`src/rtl/fcmd_pkg.sv`:
```
package fcmd_pkg;

    localparam int KW    = 12;
    localparam int NCODE = 10;

    localparam int C_AA = 0;
    localparam int C_55 = 1;
    localparam int C_A0 = 2;
    localparam int C_80 = 3;
    localparam int C_10 = 4;
    localparam int C_30 = 5;
    localparam int C_20 = 6;
    localparam int C_90 = 7;
    localparam int C_F0 = 8;
    localparam int C_B0 = 9;

    localparam logic [7:0] CODE_TAB [NCODE] = '{
        8'hAA, 8'h55, 8'hA0, 8'h80, 8'h10,
        8'h30, 8'h20, 8'h90, 8'hF0, 8'hB0
    };

    typedef enum logic [3:0] {
        OP_NONE       = 4'd0,
        OP_PROGRAM    = 4'd1,
        OP_CHIP_ERASE = 4'd2,
        OP_SECT_ERASE = 4'd3,
        OP_AUTOSEL    = 4'd4,
        OP_RESET      = 4'd5,
        OP_SUSPEND    = 4'd6,
        OP_RESUME     = 4'd7,
        OP_FAST_ENTER = 4'd8,
        OP_FAST_EXIT  = 4'd9
    } cmd_op_e;

    typedef enum logic [3:0] {
        ST_IDLE,
        ST_UNL1,
        ST_UNL2,
        ST_PROG,
        ST_ERS1,
        ST_ERS2,
        ST_ERS3,
        ST_SECT,
        ST_FAST,
        ST_FPROG,
        ST_FEXIT
    } seq_state_e;

endpackage

```
`src/rtl/fcmd_addr_match.sv`:
```
module fcmd_addr_match
    import fcmd_pkg::*;
(
    input  logic [KW-1:0] addr_lo,
    input  logic          byte_mode,
    output logic          key1_hit,
    output logic          key2_hit
);
    localparam logic [KW-1:0] W_KEY1 = KW'(12'h555);
    localparam logic [KW-1:0] W_KEY2 = KW'(12'h2AA);
    localparam logic [KW-1:0] B_KEY1 = KW'(12'hAAA);
    localparam logic [KW-1:0] B_KEY2 = KW'(12'h555);

    logic [KW-1:0] key1;
    logic [KW-1:0] key2;

    always_comb begin
        key1     = byte_mode ? B_KEY1 : W_KEY1;
        key2     = byte_mode ? B_KEY2 : W_KEY2;
        key1_hit = (addr_lo == key1);
        key2_hit = (addr_lo == key2);
    end
endmodule

```
`src/rtl/fcmd_code_decode.sv`:
```
module fcmd_code_decode
    import fcmd_pkg::*;
(
    input  logic [7:0]       data_lo,
    output logic [NCODE-1:0] code_hit
);
    for (genvar i = 0; i < NCODE; i++) begin : g_code
        assign code_hit[i] = (data_lo == CODE_TAB[i]);
    end
endmodule

```
`src/rtl/fcmd_seq_fsm.sv`:
```
module fcmd_seq_fsm
    import fcmd_pkg::*;
#(
    parameter int AW = 20,
    parameter int DW = 16
) (
    input  logic             clk,
    input  logic             rst_n,
    input  logic             wr_stb,
    input  logic [AW-1:0]    wr_addr,
    input  logic [DW-1:0]    wr_data,
    input  logic             key1_hit,
    input  logic             key2_hit,
    input  logic [NCODE-1:0] code_hit,
    input  logic             eng_busy,
    input  logic             eng_erasing,
    input  logic             eng_suspended,
    output logic             cmd_valid,
    output cmd_op_e          cmd_op,
    output logic [AW-1:0]    cmd_addr,
    output logic [DW-1:0]    cmd_data,
    output logic             fast_mode
);
    typedef struct packed {
        seq_state_e    st;
        logic          vld;
        cmd_op_e       op;
        logic [AW-1:0] addr;
        logic [DW-1:0] data;
    } regs_t;

    regs_t   d, q;
    logic    fire;
    cmd_op_e fop;
    logic    in_fast;

    assign in_fast = (q.st == ST_FAST) || (q.st == ST_FPROG) || (q.st == ST_FEXIT);

    always_comb begin
        d     = q;
        d.vld = 1'b0;
        d.op  = OP_NONE;
        fire  = 1'b0;
        fop   = OP_NONE;
        if (wr_stb) begin
            if (in_fast) begin
                // fast mode: only the two-cycle program and the exit pair
                if (!eng_busy) begin
                    case (q.st)
                        ST_FAST: begin
                            if (code_hit[C_A0])      d.st = ST_FPROG;
                            else if (code_hit[C_90]) d.st = ST_FEXIT;
                        end
                        ST_FPROG: begin
                            fire = 1'b1;
                            fop  = OP_PROGRAM;
                            d.st = ST_FAST;
                        end
                        ST_FEXIT: begin
                            if (code_hit[C_F0]) begin
                                fire = 1'b1;
                                fop  = OP_FAST_EXIT;
                                d.st = ST_IDLE;
                            end else begin
                                d.st = ST_FAST;
                            end
                        end
                        default: d.st = ST_FAST;
                    endcase
                end
            end else if (q.st == ST_PROG) begin
                // the data cycle of a program takes any value
                if (!eng_busy) begin
                    fire = 1'b1;
                    fop  = OP_PROGRAM;
                    d.st = ST_IDLE;
                end
            end else if (code_hit[C_F0]) begin
                fire = 1'b1;
                fop  = OP_RESET;
                d.st = ST_IDLE;
            end else if (code_hit[C_B0] && eng_erasing) begin
                fire = 1'b1;
                fop  = OP_SUSPEND;
                d.st = ST_IDLE;
            end else if (q.st == ST_SECT) begin
                // open sector list: accepted even while the engine is busy
                if (code_hit[C_30]) begin
                    fire = 1'b1;
                    fop  = OP_SECT_ERASE;
                end else begin
                    d.st = ST_IDLE;
                end
            end else if (!eng_busy) begin
                case (q.st)
                    ST_IDLE: begin
                        if (code_hit[C_AA] && key1_hit) begin
                            d.st = ST_UNL1;
                        end else if (code_hit[C_30] && eng_suspended) begin
                            fire = 1'b1;
                            fop  = OP_RESUME;
                        end
                    end
                    ST_UNL1: d.st = (code_hit[C_55] && key2_hit) ? ST_UNL2 : ST_IDLE;
                    ST_UNL2: begin
                        d.st = ST_IDLE;
                        if (key1_hit) begin
                            if (code_hit[C_A0]) begin
                                d.st = ST_PROG;
                            end else if (code_hit[C_80]) begin
                                d.st = ST_ERS1;
                            end else if (code_hit[C_20]) begin
                                fire = 1'b1;
                                fop  = OP_FAST_ENTER;
                                d.st = ST_FAST;
                            end else if (code_hit[C_90]) begin
                                fire = 1'b1;
                                fop  = OP_AUTOSEL;
                            end
                        end
                    end
                    ST_ERS1: d.st = (code_hit[C_AA] && key1_hit) ? ST_ERS2 : ST_IDLE;
                    ST_ERS2: d.st = (code_hit[C_55] && key2_hit) ? ST_ERS3 : ST_IDLE;
                    ST_ERS3: begin
                        d.st = ST_IDLE;
                        if (code_hit[C_10] && key1_hit) begin
                            fire = 1'b1;
                            fop  = OP_CHIP_ERASE;
                        end else if (code_hit[C_30]) begin
                            fire = 1'b1;
                            fop  = OP_SECT_ERASE;
                            d.st = ST_SECT;
                        end
                    end
                    default: d.st = ST_IDLE;
                endcase
            end
        end
        if (fire) begin
            d.vld  = 1'b1;
            d.op   = fop;
            d.addr = wr_addr;
            d.data = wr_data;
        end
    end

    always_ff @(posedge clk or negedge rst_n) begin
        if (!rst_n) begin
            q.st   <= ST_IDLE;
            q.vld  <= 1'b0;
            q.op   <= OP_NONE;
            q.addr <= '0;
            q.data <= '0;
        end else begin
            q <= d;
        end
    end

    assign cmd_valid = q.vld;
    assign cmd_op    = q.op;
    assign cmd_addr  = q.addr;
    assign cmd_data  = q.data;
    assign fast_mode = in_fast;
endmodule

```
`src/rtl/fcmd_decoder.sv`:
```
module fcmd_decoder
    import fcmd_pkg::*;
#(
    parameter int AW = 20,
    parameter int DW = 16
) (
    input  logic          clk,
    input  logic          rst_n,
    input  logic          wr_stb,
    input  logic [AW-1:0] wr_addr,
    input  logic [DW-1:0] wr_data,
    input  logic          byte_mode,
    input  logic          eng_busy,
    input  logic          eng_erasing,
    input  logic          eng_suspended,
    output logic          cmd_valid,
    output logic [3:0]    cmd_op,
    output logic [AW-1:0] cmd_addr,
    output logic [DW-1:0] cmd_data,
    output logic          fast_mode
);
    logic             key1_hit;
    logic             key2_hit;
    logic [NCODE-1:0] code_hit;
    cmd_op_e          op_w;

    fcmd_addr_match u_amatch (
        .addr_lo   (wr_addr[KW-1:0]),
        .byte_mode (byte_mode),
        .key1_hit  (key1_hit),
        .key2_hit  (key2_hit)
    );

    fcmd_code_decode u_cdec (
        .data_lo  (wr_data[7:0]),
        .code_hit (code_hit)
    );

    fcmd_seq_fsm #(.AW(AW), .DW(DW)) u_fsm (
        .clk           (clk),
        .rst_n         (rst_n),
        .wr_stb        (wr_stb),
        .wr_addr       (wr_addr),
        .wr_data       (wr_data),
        .key1_hit      (key1_hit),
        .key2_hit      (key2_hit),
        .code_hit      (code_hit),
        .eng_busy      (eng_busy),
        .eng_erasing   (eng_erasing),
        .eng_suspended (eng_suspended),
        .cmd_valid     (cmd_valid),
        .cmd_op        (op_w),
        .cmd_addr      (cmd_addr),
        .cmd_data      (cmd_data),
        .fast_mode     (fast_mode)
    );

    assign cmd_op = op_w;
endmodule

```
`config.mk`:
```
export PLATFORM = sky130hd
export DESIGN_NAME = fcmd_decoder
export DESIGN_NICKNAME = d
export VERILOG_FILES = /design/src/rtl/fcmd_pkg.sv /design/src/rtl/fcmd_addr_match.sv /design/src/rtl/fcmd_code_decode.sv /design/src/rtl/fcmd_seq_fsm.sv /design/src/rtl/fcmd_decoder.sv
export SDC_FILE = /design/constraint.sdc
export NUM_CORES = 1
export LEC_CHECK = 0
export ABC_AREA = 1
export CORE_ASPECT_RATIO = 0.6
export CORE_UTILIZATION = 45
export CTS_CLUSTER_DIAMETER = 50
export DETAILED_ROUTE_END_ITERATION = 7
export DONT_BUFFER_PORTS = 1
export SYNTH_ARGS = -nofsm -noshare
export SYNTH_HDL_FRONTEND = slang
export SYNTH_SLANG_ARGS = --single-unit
export TNS_END_PERCENT = 20
```
`constraint.sdc`:
```
create_clock -name clk -period 2.2 [get_ports clk]
set_input_delay 0.11 -clock clk [delete_from_list [all_inputs] [get_ports clk]]
set_output_delay 0.11 -clock clk [all_outputs]
set_load 0.005 [all_outputs]
```
### After elaboration in Yosys (flattened, before gate mapping)

Cells that the tools add are included.
W data, S select, Z words.

| word-level totals | value |
|---|---|
| flip-flop bits (word level) | 45 |
| input bits | 43 |
| output and inout port bits | 42 |
| word-level logic and storage cells | 111 |

| cells by class | value |
|---|---|
| eq/ne operators | 28 |
| mux-type cells | 69 |
| reductions and logical operators | 9 |

Operator list:

| operator | count |
|---|---|
| $mux W4 | 33 |
| $eq A8 B8 Y1 const B | 6 |
| $mux W41 | 1 |
| $eq A12 B12 Y1 | 2 |
| $pmux W4 S6 | 1 |
| $mux W1 | 20 |
| $eq A4 B3 Y1 const B | 4 |
| $eq A8 B6 Y1 const B | 2 |
| $pmux W4 S2 | 2 |
| $mux W3 | 5 |
| $eq A4 B4 Y1 const B | 3 |
| $mux W12 | 1 |
| $pmux W4 S3 | 1 |
| $mux W11 | 1 |
| $eq A4 B2 Y1 const B | 2 |
| $eq A8 B5 Y1 const B | 1 |
| $eq A8 B7 Y1 const B | 1 |
| $ne A7 B3 Y1 const B | 1 |
| $reduce_and A7 Y1 | 1 |
| $ne A6 B6 Y1 const B | 1 |
| $logic_and A1 B1 Y1 | 5 |
| $eq A4 B1 Y1 const B | 1 |
| $logic_not A4 Y1 | 1 |
| $mux W2 | 2 |
| other kinds (6) | 8 |

### Logic depth before layout (Yosys ltp)

| depth | value |
|---|---|
| depth in word-level cells | 15 |
| mapped depth | 17 |
| gate-level depth less buffers | 16 |

### Modules after synthesis

A second synthesis with hierarchy kept.

| second synthesis, totals | value |
|---|---|
| cell total of the unflattened synthesis | 427 |
| area total of the unflattened synthesis | 2924.1 um^2 |

Modules (own cells, without submodules):

| module | instances | cells an instance | area an instance (um^2) | sequential area each (um^2) |
|---|---|---|---|---|
| fcmd_seq_fsm | 1 | 327 | 2499.9 | 1126.1 |
| fcmd_addr_match | 1 | 58 | 249.0 | 0.0 |
| fcmd_code_decode | 1 | 42 | 175.2 | 0.0 |

### Worst setup path before layout

Ideal clock, no wire load.

| path | value |
|---|---|
| path type | reg2reg |
| from | register u_fsm.q[41] (netlist name) |
| to | register u_fsm.q (netlist bit u_fsm.cmd_addr[0]) |
| setup time | 0.117 ns |
| arrival time | 1.710 ns |
| data required time | 2.083 ns |
| setup slack | 0.374 ns |
| stages on the path, launching flop included | 16 |
| path buffers | 1 |
| period minus slack after synthesis | 1.826 ns |
| cell sequence | dfrtp_1 -> inv_1 -> nand2_1 -> nor2_1 -> a21oi_1 -> nor2_1 -> nand3_1 -> nand2_1 -> inv_1 -> nand3_2 -> nand2_2 -> nand2_4 -> nand2_4 -> buf_6 -> nand2_1 -> nand2_1 |

| between the ends | value |
|---|---|
| word-level cells in the longest chain between the ends | 9 |
| elaborated cells between the ends (all ways) | 20 |
| classes of those cells | eq/ne (7); mux (10); reduce/logical (3) |

Ends and longest elaborated chain:

| element | RTL line | text |
|---|---|---|
| from (decl) | fcmd_seq_fsm.sv:32 | `regs_t d, q;` |
| $eq A4 B3 Y1, or another cell as far along | fcmd_seq_fsm.sv:95 | `case (q.st)` |
| $pmux W1 S3 | fcmd_seq_fsm.sv:95 |  |
| $mux W1 | fcmd_seq_fsm.sv:94 | `end else if (!eng_busy) begin` |
| $mux W1 | fcmd_seq_fsm.sv:86 | `end else if (q.st == ST_SECT) begin` |
| $mux W1 | fcmd_seq_fsm.sv:82 | `end else if (code_hit[C_B0] && eng_erasing) begin` |
| $mux W1 | fcmd_seq_fsm.sv:78 | `end else if (code_hit[C_F0]) begin` |
| $mux W1 | fcmd_seq_fsm.sv:71 | `end else if (q.st == ST_PROG) begin` |
| $mux W1 * | fcmd_seq_fsm.sv:46 | `if (in_fast) begin` |
| $mux W1 * | fcmd_seq_fsm.sv:45 | `if (wr_stb) begin` |

Every way passes the cells marked *; elsewhere a longest branch is shown, timed or not.
A chain may end at the register's enable or synchronous reset.

### Worst setup path in the final report

| path | value |
|---|---|
| from | register u_fsm.q[42] (netlist name) |
| to | register u_fsm.q (netlist bit u_fsm.cmd_addr[18]) |

The elaborated chain is that of the path after synthesis.

==> parameters.txt <==
Parameter                              Value

Run status
  Run status    completed

Synth
  Post-synthesis instance area    a little under 3000 um^2
  Register bit total from synthesis    45
  Count of unique library cells instantiated by Yosys    28
  Number of synthesis warnings    0
  Share of the yosys chip area belonging to registers    between 30% and 40%
  Syn avg cell area    around 7 um^2
  Number of instances in the synthesized netlist    ~420
  Post-synthesis net count    around 460

STA
  Worst hold slack    0.02520 ns
  Final hold viol count    0
  Count of pins over their slew limit    0
  Worst relative slew slack    between 60 and 70%
  Setup tns final    0 ns
  Slew at the pin closest to its max-slew limit    between 0.5 and 0.6 ns
  Final cycle utilization of the critical path    between 90% and 100%
  Finish-stage setup viols    0
  Final critical delay including setup and external delays    about 2.1 ns
  Max Fclk    a little under 500 MHz
  Maximum clock skew at final layout    0.009540 ns
  RSZ-0062 raised after global routing    no

Clock network
  Buffer type at the clock tree root    clkbuf_8
  Clock edge transition at the registers on the reported setup and hold paths    around 0.09 ns
  Post-CTS setup buffer count    0
  Maximum clock path buffer count    2
  Latest clock arrival within the worst-skew pair    0.30 ns
  Clock tree from TritonCTS    yes
  TritonCTS Buffers    5
  Clock sinks    45
  Number of H-tree branching levels    2

Cells and area
  Fin util    between 50% and 60%
  Signed area change from the synthesized netlist to the final layout    9.524%
  Non-filler cells in the finished layout    505
  Filler cell count    620
  Fraction of layout cells with a size suffix above 1    under 10%
  Final #Nets    roughly 460
  Count of inserted antenna diode cells    0

Placement
  Post-detail-place hpwl    5157 um
  Final weighted congestion in routability-driven placement    approximately 0.9
  Port Buffers    0
  Total placed cells including tap cells    459

Critical path
  Crit start category    flip-flop
  Required time at the endpoint of the critical path    2.40 ns
  Highest fanout seen on the critical path    41
  Setup crit end kind    flip-flop
  Critical setup path kind    reg -> reg
  Worst endpoint data arrival time    approximately 2.3 ns
  Register-to-register setup slack    approximately 0.15 ns

Global route
  Global Route Usage Sum    a little under a quarter
  First-pass GRT wire length    around 12,000 um
  Vias in the first global route    2,466
  Grt ovf    0
  Largest net degree at the start of global routing    46
  Antenna violations before repair    0

Detailed routing
  Number of design rule violations left after detail routing    0
  Total wirelength of the detailed-routed design    7385 um
  DR iter-0 viols    around 260
  Number of vias in the routed layout    2,619
  Routed Antenna Nets    0
  Per-cell via count in the routed design    about 5.2
  1st-pass router iterations    5
  Post-DR wirelength/cell    between 10 and 15 um

Worst hold path
  Hold/Removal Path Class    in -> reg

Floorplan
  Die Width    approximately 110 um
  Top-level I/O count    between 80 and 90
  Total Die Area    ~6900 um^2
  Chip height    between 60 and 70 um
  Area of the core    a little over 6000 um^2
  Starting density of the core    a little under half
  Rows    22

Pwr
  Clock power frac    roughly 18%
  Worst vdd ir    roughly 0.35 mV
  Reported net switching power    between 1000 and 1500 uW
  Sequential power share    48.4%
  Switch share    between 40 and 50%
  Fraction of power consumed by combinational cells    between 30% and 40%
  Leakage    about 0.0017 uW
  Cell area power density    around 900 nW/um^2
  Internal power    about 1800 uW

Job
  Number of max-cap violations    0
## per-layer routing
metal / track usage (%) / part of all wire (%) / vias to the layer above / wire length, um
met4: 6.076 / 0.68 / 0 / 50
li1: - / - / 1300 / -
met5: 0 / 0 / - / 0
met3: 6.338 / 8.8 / 4 / 651
met1: 33.54 / 51 / 1198 / 3743
met2: 32.06 / 40 / 117 / 2940
## cell usage after synthesis
library cell	number	area, um^2
a21oi_1	4	20.02
a22oi_1	1	7.510
a31oi_4	1	21.27
and3_1	2	12.51
buf_2	3	15.01
buf_4	44	330.3
buf_6	4	45.04
clkinv_1	1	3.750
dfrtp_1	45	1126
inv_1	38	142.6
inv_2	2	7.510
nand2_1	132	495.5
nand2_2	2	12.51
nand2_4	2	22.52
nand3_1	61	305.3
nand3_2	1	10.01
nand3b_1	1	7.510
nand4_1	7	43.79
nor2_1	46	172.7
nor2_2	2	12.51
nor3_1	4	20.02
nor3_2	1	10.01
nor4_1	1	6.260
o211ai_1	3	22.52
o21ai_0	7	35.03
o21ai_2	2	17.52
o32ai_1	1	8.760
o41ai_1	1	8.760
## power by group through the flow
stage	sequential, uW	clock [uW]	combinational [uW]
3_5_place_dp	1430	0	892
6_report	1420	523	990
4_1_cts	1420	546	974
2_1_floorplan	1300	0	1200
3_3_place_gp	1430	0	878
5_1_grt	1460	592	1150
## cell usage in the layout (no fill, tap or decap), types with 2 or more instances in the layout
cell type      count
a21oi_1            4
and3_1             2
buf_4              6
clkbuf_8           5
clkinv_4           2
dfrtp_1           45
dlygate4sd3_1     37
inv_1             37
inv_2              3
nand2_1          132
nand2_2            2
nand3_1           61
nand4_1            7
nor2_1            45
nor2_2             3
nor3_1             4
o211ai_1           3
o21ai_0            7
o21ai_2            2
## stage by stage
step                cell area, um^2  setup WS, ns  power, uW
CTS                            3212       0.06824       2939
floorplan                      2943        0.3736       2509
finish                         3223        0.1457       2929
global route                   3223       0.01540       3196
global placement               2723       0.05350       2307
detailed placement             2723       0.08066       2327
## repair_timing
action,CTS,global route
endpoints found under the hold margin,81,0
hold buffers,38,0
gates resized for setup,0,3
setup endpoints to repair,0,43
## final cells by class
type                       count  area, um^2  share of cell area, %
tap                           84       105.1                  3.261
sequential                    45        1126                  34.94
timing repair buffer          45       462.9                  14.36
clock buffer                   5       68.82                  2.135
inverter                      41       153.9                  4.775
clock inverter                 3       22.52                 0.6988
multi-input combinational    282        1284                  39.83
## path summary, 6_finish.rpt
kind | cells past startpoint | start | end
setup / recovery | 12 | u_fsm.q[42] | u_fsm.cmd_addr[18]
hold reg to reg | 2 | u_fsm.cmd_data[11] | u_fsm.cmd_data[11]
hold / removal | 3 | eng_busy | u_fsm.cmd_op[3]
min in group asynchronous | 2 | rst_n | u_fsm.cmd_data[10]
setup reg to reg | 12 | u_fsm.q[42] | u_fsm.cmd_addr[18]
max in group asynchronous | 2 | rst_n | u_fsm.cmd_data[1]
## sequential cells by signal (all words and copies together), names as in the netlist
signal and cells:
u_fsm.q 4, u_fsm.cmd_op 4, u_fsm.cmd_addr 20, u_fsm.cmd_data 16, u_fsm.cmd_valid 1
## worst max-delay path, stage by stage, from the launching register on
cell and delay, ns:
dfrtp_1 0.44, nor2_1 0.19, inv_1 0.11, nor2_1 0.23
nand3_1 0.15, nand3_1 0.12, nand2_1 0.08, nand3_2 0.08
nand2_2 0.06, nand2_4 0.10, nand2_8 0.18, nand2_1 0.13
nand2_1 0.06
## cell families after synthesis
| family | after synthesis | share of synthesized area, % |
|---|---|---|
| buffers and inverters | 92 | 18.49 |
| and+or+nand+nor | 262 | 38.44 |
| DFF | 45 | 38.27 |
| AOI/OAI and AO/OA | 20 | 4.805 |
(Power assumes the default switching activity.)
